--- config.mk ---
export PLATFORM = sky130hd
export DESIGN_NAME = ptsb_ctrl
export DESIGN_NICKNAME = d
export VERILOG_FILES = /design/src/rtl/ptsb_pkg.sv /design/src/rtl/ptsb_store.sv /design/src/rtl/ptsb_seq.sv /design/src/rtl/ptsb_rdport.sv /design/src/rtl/ptsb_ctrl.sv
export SDC_FILE = /design/constraint.sdc
export NUM_CORES = 1
export LEC_CHECK = 0
export ABC_CLOCK_PERIOD_IN_PS = 4000
export BUFFER_PORTS_ARGS = -buffer_cell sky130_fd_sc_hd__buf_2
export CAP_MARGIN = 20
export CORE_MARGIN = 2
export CORE_UTILIZATION = 60
export CTS_BUF_LIST = sky130_fd_sc_hd__clkbuf_4 sky130_fd_sc_hd__clkbuf_8
export DETAILED_ROUTE_END_ITERATION = 6
export GPL_ROUTABILITY_DRIVEN = 0
export PLACE_DENSITY = 0.78
export SLEW_MARGIN = 20
export SYNTH_ARGS = -nofsm -noshare
export SYNTH_HDL_FRONTEND = slang
export SYNTH_SLANG_ARGS = --single-unit
--- constraint.sdc ---
create_clock -name clk -period 4 [get_ports clk]
set_input_delay 0.2 -clock clk [delete_from_list [all_inputs] [get_ports clk]]
set_output_delay 0.2 -clock clk [all_outputs]
set_load 0.02 [all_outputs]
--- src/rtl/ptsb_pkg.sv ---
package ptsb_pkg;

    // Capture sequence states
    typedef enum logic [1:0] {
        ST_IDLE = 2'd0,   // not armed, no finished capture
        ST_WAIT = 2'd1,   // armed, writing, looking for trigger
        ST_POST = 2'd2,   // trigger taken, filling the rest
        ST_DONE = 2'd3    // store full
    } ptsb_state_e;

endpackage

--- src/rtl/ptsb_store.sv ---
// Sample store with one valid bit per word; cleared words read as zero.
module ptsb_store #(
    parameter int AW = 4,
    parameter int DW = 8
) (
    input  logic          clk,
    input  logic          rst_n,
    input  logic          wr_en,
    input  logic [AW-1:0] waddr,
    input  logic [DW-1:0] wdata,
    input  logic          clr_all,
    input  logic [AW-1:0] raddr,
    output logic [DW-1:0] rdata
);
    localparam int SIZE = 1 << AW;

    typedef struct packed {
        logic [SIZE-1:0] vld;
    } store_t;

    store_t d, q;
    logic [DW-1:0] mem [SIZE];

    always_comb begin
        d = q;
        if (clr_all) begin
            d.vld = '0;
        end
        if (wr_en) begin
            d.vld[waddr] = 1'b1;
        end
    end

    always_ff @(posedge clk or negedge rst_n) begin
        if (!rst_n) begin
            q <= '{vld: '0};
        end else begin
            q <= d;
        end
    end

    always_ff @(posedge clk) begin
        if (wr_en) begin
            mem[waddr] <= wdata;
        end
    end

    assign rdata = q.vld[raddr] ? mem[raddr] : '0;

endmodule

--- src/rtl/ptsb_seq.sv ---
// Arm / trigger / fill sequencer and write pointer.
module ptsb_seq
    import ptsb_pkg::*;
#(
    parameter int AW   = 4,
    parameter int DLYW = AW + 2
) (
    input  logic            clk,
    input  logic            rst_n,
    input  logic            flush,
    input  logic            arm,
    input  logic            smp,
    input  logic            trig,
    input  logic [DLYW-1:0] dly,
    output logic            wr_en,
    output logic [AW-1:0]   waddr,
    output logic            clr_all,
    output logic [AW-1:0]   base,
    output logic            status,
    output logic            done
);
    localparam int SIZE = 1 << AW;
    localparam int LW   = AW + 1;
    localparam logic [DLYW-1:0] MAXD = DLYW'(SIZE - 1);

    typedef struct packed {
        ptsb_state_e   state;
        logic [AW-1:0] wptr;   // next write location
        logic [AW-1:0] taddr;  // location of the trigger sample
        logic [AW-1:0] deff;   // clamped pre-trigger count
        logic [LW-1:0] left;   // samples still to store after trigger
    } seq_t;

    seq_t d, q;
    logic [AW-1:0] deff_in;
    logic [LW-1:0] post_init;

    // Clamp the requested delay to size minus one.
    always_comb begin
        if (dly > MAXD) begin
            deff_in = AW'(SIZE - 1);
        end else begin
            deff_in = dly[AW-1:0];
        end
    end

    // Samples after the trigger sample: SIZE - deff - 1.
    assign post_init = LW'(SIZE) - LW'(q.deff) - LW'(1);

    always_comb begin
        d       = q;
        wr_en   = 1'b0;
        clr_all = 1'b0;
        case (q.state)
            ST_IDLE, ST_DONE: begin
                if (arm) begin
                    d.state = ST_WAIT;
                    d.wptr  = '0;
                    d.taddr = '0;
                    d.deff  = deff_in;
                    d.left  = '0;
                    clr_all = 1'b1;
                end
            end
            ST_WAIT: begin
                if (smp) begin
                    wr_en  = 1'b1;
                    d.wptr = q.wptr + 1'b1;
                    if (trig) begin
                        d.taddr = q.wptr;
                        d.left  = post_init;
                        if (post_init == '0) begin
                            d.state = ST_DONE;
                        end else begin
                            d.state = ST_POST;
                        end
                    end
                end
            end
            ST_POST: begin
                if (smp) begin
                    wr_en  = 1'b1;
                    d.wptr = q.wptr + 1'b1;
                    d.left = q.left - 1'b1;
                    if (q.left == LW'(1)) begin
                        d.state = ST_DONE;
                    end
                end
            end
            default: begin
                d.state = ST_IDLE;
            end
        endcase
        if (flush) begin
            d       = '{state: ST_IDLE, wptr: '0, taddr: '0, deff: '0, left: '0};
            wr_en   = 1'b0;
            clr_all = 1'b1;
        end
    end

    always_ff @(posedge clk or negedge rst_n) begin
        if (!rst_n) begin
            q <= '{state: ST_IDLE, wptr: '0, taddr: '0, deff: '0, left: '0};
        end else begin
            q <= d;
        end
    end

    assign waddr  = q.wptr;
    assign base   = q.taddr - q.deff;
    assign status = (q.state == ST_WAIT) || (q.state == ST_POST);
    assign done   = (q.state == ST_DONE);

endmodule

--- src/rtl/ptsb_rdport.sv ---
// Chronological readout: maps index to location and registers the word.
module ptsb_rdport #(
    parameter int AW = 4,
    parameter int DW = 8
) (
    input  logic          clk,
    input  logic          rst_n,
    input  logic          rd_en,
    input  logic [AW-1:0] rd_idx,
    input  logic [AW-1:0] base,
    input  logic          busy,
    output logic [AW-1:0] raddr,
    input  logic [DW-1:0] rword,
    output logic [DW-1:0] rd_data
);
    typedef struct packed {
        logic [DW-1:0] data;
    } rd_t;

    rd_t d, q;

    assign raddr = base + rd_idx;

    always_comb begin
        d = q;
        if (rd_en && !busy) begin
            d.data = rword;
        end
    end

    always_ff @(posedge clk or negedge rst_n) begin
        if (!rst_n) begin
            q <= '{data: '0};
        end else begin
            q <= d;
        end
    end

    assign rd_data = q.data;

endmodule

--- src/rtl/ptsb_ctrl.sv ---
// Pre-trigger sample buffer controller, top level.
module ptsb_ctrl #(
    parameter int AW   = 4,
    parameter int DW   = 8,
    parameter int DLYW = AW + 2
) (
    input  logic            clk,
    input  logic            rst_n,
    input  logic            flush,
    input  logic            arm,
    input  logic            every_edge,
    input  logic            cap_en,
    input  logic            trig,
    input  logic [DW-1:0]   din,
    input  logic [DLYW-1:0] dly,
    input  logic            rd_en,
    input  logic [AW-1:0]   rd_idx,
    output logic [DW-1:0]   rd_data,
    output logic            status,
    output logic            done
);
    logic          smp;
    logic          wr_en;
    logic [AW-1:0] waddr;
    logic          clr_all;
    logic [AW-1:0] base;
    logic [AW-1:0] raddr;
    logic [DW-1:0] rword;

    // Sample strobe: every clock, or only when the capture enable is high.
    assign smp = every_edge | cap_en;

    ptsb_seq #(.AW(AW), .DLYW(DLYW)) u_seq (
        .clk     (clk),
        .rst_n   (rst_n),
        .flush   (flush),
        .arm     (arm),
        .smp     (smp),
        .trig    (trig),
        .dly     (dly),
        .wr_en   (wr_en),
        .waddr   (waddr),
        .clr_all (clr_all),
        .base    (base),
        .status  (status),
        .done    (done)
    );

    ptsb_store #(.AW(AW), .DW(DW)) u_store (
        .clk     (clk),
        .rst_n   (rst_n),
        .wr_en   (wr_en),
        .waddr   (waddr),
        .wdata   (din),
        .clr_all (clr_all),
        .raddr   (raddr),
        .rdata   (rword)
    );

    ptsb_rdport #(.AW(AW), .DW(DW)) u_rd (
        .clk     (clk),
        .rst_n   (rst_n),
        .rd_en   (rd_en),
        .rd_idx  (rd_idx),
        .base    (base),
        .busy    (status),
        .raddr   (raddr),
        .rword   (rword),
        .rd_data (rd_data)
    );

endmodule

# ---- Word-level counts from Yosys, hierarchy flattened
# Memories as Yosys holds them, arrays and structs flattened.
# Index checks and enable logic that the tools add are counted.
dict set report classes {
  n_addsub 6
  n_mul 0
  n_div 0
  magnitude_cmp 4
  eq_ne 9
  shift 0
  muxes 31
  bitwise_logic 2
  reduce_logical 16
}
# cell count
set ops {}
lappend ops {{19-bit two-way mux} 2}
lappend ops {{16-bit two-way mux} 2}
lappend ops {{6-bit case mux with 3 select lines} 1}
lappend ops {{16-bit bitwise OR} 1}
lappend ops {{5-bit two-way mux} 3}
lappend ops {{5-bit case mux with 3 select lines} 1}
lappend ops {{4-bit two-way mux} 3}
lappend ops {{3-bit inequality test (second input constant)} 4}
lappend ops {{1-bit two-way mux} 11}
lappend ops {{4-bit by 5-bit < comparator with 1-bit output (second input constant)} 2}
lappend ops {{10-bit two-way mux} 1}
lappend ops {{5-bit by 1-bit subtractor with 5-bit output (second input constant)} 2}
lappend ops {{8-bit two-way mux} 1}
lappend ops {{4-bit case mux with 2 select lines} 1}
lappend ops {{4-bit AND reduction} 2}
lappend ops {{6-bit by 4-bit greater-than comparator with 1-bit output (second input constant)} 1}
lappend ops {{6-bit two-way mux} 1}
lappend ops {{5-bit by 1-bit == test with 1-bit output (second input constant)} 1}
lappend ops {{5-bit logical NOT} 1}
lappend ops {{5-bit AND reduction} 1}
lappend ops {{5-bit by 4-bit subtractor with 5-bit output (first input constant)} 1}
lappend ops {{4-bit by 1-bit adder with 4-bit output (second input constant)} 1}
lappend ops {{4-bit adder} 1}
lappend ops {{1-bit binary-select mux with 4-bit select} 1}
lappend ops {{other kinds (17)} 22}
dict set report word_totals {
  regBits 43
  latch_bits 0
  mem_bits_rw 128
  mem_bits_ro 0
  inputBits 26
  output_inout_bits 10
  elab_cells 76
  mem_count 1
}
# memory words word_bits rd rd_clocked_by_memory_dff wr line_no
set memory_table {}
lappend memory_table {u_store.mem 16 8 1 0 1 ptsb_store.sv:22} ;# logic [DW-1:0] mem [SIZE];

# ---- Depth between registers and ports, before layout
dict set report depth {
  word_depth 8
  ltp_mapped 12
  mapped_depth_nobuf 10
}

# ---- Cells and area by module
# A second synthesis with hierarchy kept.
dict set report hier_totals {
  hier_cells 433
  hier_area_um2 7287.0
}
# mod instances cells_each area_each_um2 seq_area_each_um2
set by_module_without_submodules {}
lappend by_module_without_submodules {ptsb_store 1 263 5581.6 4244.1}
lappend by_module_without_submodules {ptsb_seq 1 142 1257.5 475.5}
lappend by_module_without_submodules {ptsb_rdport 1 27 441.7 200.2}
lappend by_module_without_submodules {ptsb_ctrl 1 1 6.3 0.0}

# ---- Worst setup path after synthesis
# No wires, ideal clock.
dict set report synth_timing {
  path_kind {reg2reg}
  start {register u_seq.q[6] in the netlist's numbering}
  end {register u_rd.q (netlist bit u_rd.rd_data[0])}
  setup_ns 0.126
  t_arrival_ns 2.753
  t_required_ns 3.874
  setup_slack_ns 1.121
  stages_incl_launch_ff 9
  n_path_buf 1
  period_less_slack_ns 2.879
  cell_sequence {dfrtp_1 -> fa_1 -> inv_1 -> fa_1 -> buf_4 -> mux4_1 -> mux2_2 -> a32oi_1 -> o21ai_1}
}
dict set report synth_between {
  elab_chain_len 5
  elab_cells_between_ends 6
  cone_classes {add/sub (2); mux (3); memory (1)}
}
# element line_no
set synth_lines {}
lappend synth_lines {{start: declaration} ptsb_seq.sv:34} ;# seq_t d, q;
lappend synth_lines {{start signal: assignment} ptsb_seq.sv:103} ;# q <= '{state: ST_IDLE, wptr: '0, taddr: '0, deff: '0, left: '0};
lappend synth_lines {{4-bit subtractor *} ptsb_seq.sv:110} ;# assign base = q.taddr - q.deff;
lappend synth_lines {{4-bit adder *} ptsb_rdport.sv:22} ;# assign raddr = base + rd_idx;
lappend synth_lines {{1-bit binary-select mux with 4-bit select} ptsb_store.sv:48} ;# assign rdata = q.vld[raddr] ? mem[raddr] : '0;
lappend synth_lines {{1-bit two-way mux (not written as such)} ptsb_store.sv:48}
lappend synth_lines {{8-bit two-way mux *} ptsb_store.sv:48}
lappend synth_lines {{end signal: assignment} ptsb_rdport.sv:33} ;# q <= '{data: '0};
lappend synth_lines {{end: declaration} ptsb_rdport.sv:20} ;# rd_t d, q;
# Every way passes the cells marked *; elsewhere a longest branch is shown, timed or not. The select of a mux whose other input is x is not followed.
# A chain may end at the register's enable or synchronous reset.

# ---- Worst setup path after layout
dict set report layout_timing {
  start {register u_seq.q[6] in the netlist's numbering}
  end {register u_rd.q (netlist bit u_rd.rd_data[5])}
}
# Same word-level chain as after synthesis.

==> key figures <==
Yosys
  • Synth area leaders: edfxtp_1, dfrtp_1, mux4_1
  • Yosys reg bits: 171
  • Yosys warnings: 0
  • Mapped cell area: 0.00738 sq mm
  • EDFF count, synth: 128
  • Post-synthesis cell count: 429
  • Most used DFF post-synth: edfxtp_1
  • Top cell type's share of synthesized area: 0.521
  • Simple-gate share of the synthesized area: 0.0456
  • Library cells used by synthesis: 50
  • Post-Synth Adder-Cell Area: 0.0302
  • Synth Area in Compound Gates: 0.0658
  • Mux share of post-synthesis cell area: 0.149
  • Post-synth ARST share: 0.251
  • Sequential-to-total area share from yosys stat: 0.667
  • Leading area contributor after synthesis: edfxtp_1
  • Net count after synthesis: 471
  • Mean post-synth cell area: 17.2 sq um
  • Xor-xnor portion of the synthesized cell area: 0.0119
  • Main combinational cell family by area after synthesis: multiplexers

STA
  • Final setup viols: 0
  • Endpoints failing hold: 0
  • Fmax: 306 MHz
  • Clock Skew: 0.0121 ns
  • Max-slew violation count: 0
  • Setup TNS Final: 0 ns
  • Worst-margin pin slew: 1.09 ns
  • Final period utilization: 0.816
  • Final Critical Period: 3.26 ns
  • RSZ-0062 raised after global routing: false
  • Max_slew headroom: 0.274

Floorplan
  • Die area: 0.0132 sq mm
  • Row count: 40
  • Core ar.: 0.0120 sq mm
  • Starting density of the core: 0.614
  • I/O pins: 36
  • Chip height: 115 microns
  • Die X-Extent: 115 microns

Power
  • Max VDD drop: 403 uV
  • P_leak: 3.18 nW
  • Pwr Density: 629 mW/mm^2

Global route
  • Vias in the first global route: 3992
  • First-pass GRT wire length: 22.1 mm
  • Largest net degree at the start of global routing: 44
  • Overall Global Routing Usage: 0.237
  • Initial antenna violation count: 0
  • Remaining Overflow, GRT: 0

Job
  • Max_cap viols: 0

Clocking
  • Sink Count: 171
  • Clk buf depth: 2
  • H-tree depth: 4
  • CTS buffer count: 17
  • Worst skew pair latency: 0.45 ns
  • Setup bufs post-CTS: 0
  • CTS tree: done
  • Root buffer cell: clkbuf_8
  • Clock transition at path regs: 0.08 ns

Routing
  • Post-DRT Antenna Nets: 0
  • Routed wire length: 14.6 mm
  • Vias per cell: 6.27
  • DRC violations left: 0
  • Total number of vias: 4027
  • WL/cell: 22.7 microns
  • Initial DRC count: 454
  • First-pass DRT Iterations: 5

Placed design
  • Placed wire-length estimate: 9.46 mm
  • Placed Area: 0.00772 sq mm
  • IO Port Bufs: 35

Cells and area
  • Most frequent cells in the layout: edfxtp_1, dfrtp_1, buf_2, inv_1, nand2_1
  • P&R area growth vs syn: 10.4%
  • Share of layout cells above drive strength 1: 0.232
  • ANT cells: 0
  • Most common cell after layout, fill and taps aside: edfxtp_1
  • Final net count: 524
  • Design area: 0.00814 sq mm

Setup path
  • Max FO, Critical Path: 20
  • Crit path kind: reg -> reg
  • CP arrival: 3.59 ns
  • Crit start category: flip-flop
  • Worst EP required: 4.32 ns
  • CP Capture Type: flip-flop

Worst hold path
  • Worst hold path type: in -> reg

Outcome
  • Status: finished, final reports clean
## power by group
part           switching, W  total, W  internal (W)  leakage (nW)
registers         0.0000681   0.00207       0.00200          1.74
clock network      0.000581   0.00119      0.000610         0.207
logic               0.00100   0.00186      0.000855          1.23
## layout make-up
class                           instances  area [sq um]
Timing Repair Buffer                   50           318
Multi-Input combinational cell        218          2230
Clock inverter                         10           118
Tap cell                              147           184
Fill cell                             803          3870
Clock buffer                           22           284
Inverter                               24          90.1
Sequential cell                       171          4920
## metal layers
| metal | share of wire | global-route usage |
|---|---|---|
| met1 | 0.41 | 0.307 |
| met4 | 0.032 | 0.120 |
| met2 | 0.50 | 0.378 |
| met5 | 0 | 0 |
| met3 | 0.058 | 0.0585 |
## Yosys cell counts, types with 3 or more instances
cell / instances
a21o_1: 18
clkbuf_1: 7
mux2i_1: 15
nand2b_1: 4
o31ai_1: 5
nand2_1: 20
a21oi_1: 3
xnor2_1: 4
mux4_1: 18
edfxtp_1: 128
mux4_2: 16
nor3_1: 10
mux2_2: 9
o21ai_1: 13
a32oi_1: 8
nand3_1: 5
dfrtp_1: 43
nor2_1: 18
o21ai_0: 6
fa_1: 3
o22ai_1: 3
inv_1: 23
ha_1: 13
## what timing repair did
item	in CTS	in global routing
hold endpoints to repair	43	0
resized for setup	0	0
hold buffers	1	0
## path summary, 6_finish.rpt
| path | from | endpoint | slack [ns] | cells after the start |
|---|---|---|---|---|
| min in group asynchronous | rst_n | u_rd.rd_data[6]$_DFFE_PN0P_ | 0.27 | 2 |
| min | dly[2] | u_seq.q[7]$_DFFE_PN0P_ | 0.08 | 3 |
| max in group asynchronous | rst_n | u_store.q[6]$_DFF_PN0_ | 3.28 | 2 |
| max reg2reg | u_seq.q[6]$_DFFE_PN0P_ | u_rd.rd_data[5]$_DFFE_PN0P_ | 0.74 | 8 |
| max | u_seq.q[6]$_DFFE_PN0P_ | u_rd.rd_data[5]$_DFFE_PN0P_ | 0.74 | 8 |
| min reg2reg | u_store.q[4]$_DFF_PN0_ | u_store.q[4]$_DFF_PN0_ | 0.48 | 1 |
## flip-flops by register name, summed over array words and instances (netlist names)
signal	cells
u_store.q	16
u_rd.rd_data	8
u_store.mem	128
u_seq.q	15
u_seq.waddr	4
## cell families (layout without fill, tap and decap cells)
family                     Yosys count  count (layout)
muxes                               59              59
DFF                                171             171
buffers and inverters               40             106
and+or+nand+nor                     67              67
xor gates and xnor gates             7               7
adders and majority gates           16              16
AOI/OAI and AO/OA                   69              69
## stage by stage
step / total power [W] / setup slack, ns / util / cells / hold slack, ns
2_1_floorplan: 0.00357 / 1.12 / - / 429 / -0.0956
3_3_place_gp: 0.00390 / 0.919 / 0.643 / 608 / 0.432
3_5_place_dp: 0.00397 / 0.751 / 0.643 / 608 / 0.447
4_1_cts: 0.00515 / 0.727 / 0.677 / 641 / 0.0584
5_1_grt: 0.00534 / 0.600 / 0.678 / 642 / 0.0870
6_report: 0.00512 / 0.736 / 0.678 / 642 / 0.0750
## worst max-delay path: stages, from the launching register on
cell     delay [ns]
dfrtp_1        0.44
fa_1           0.54
inv_1          0.08
fa_2           0.45
xor2_4         0.64
mux4_1         0.40
mux2_2         0.27
a32oi_1        0.22
o21ai_1        0.10
No activity file was read; power rests on OpenSTA's default activity.
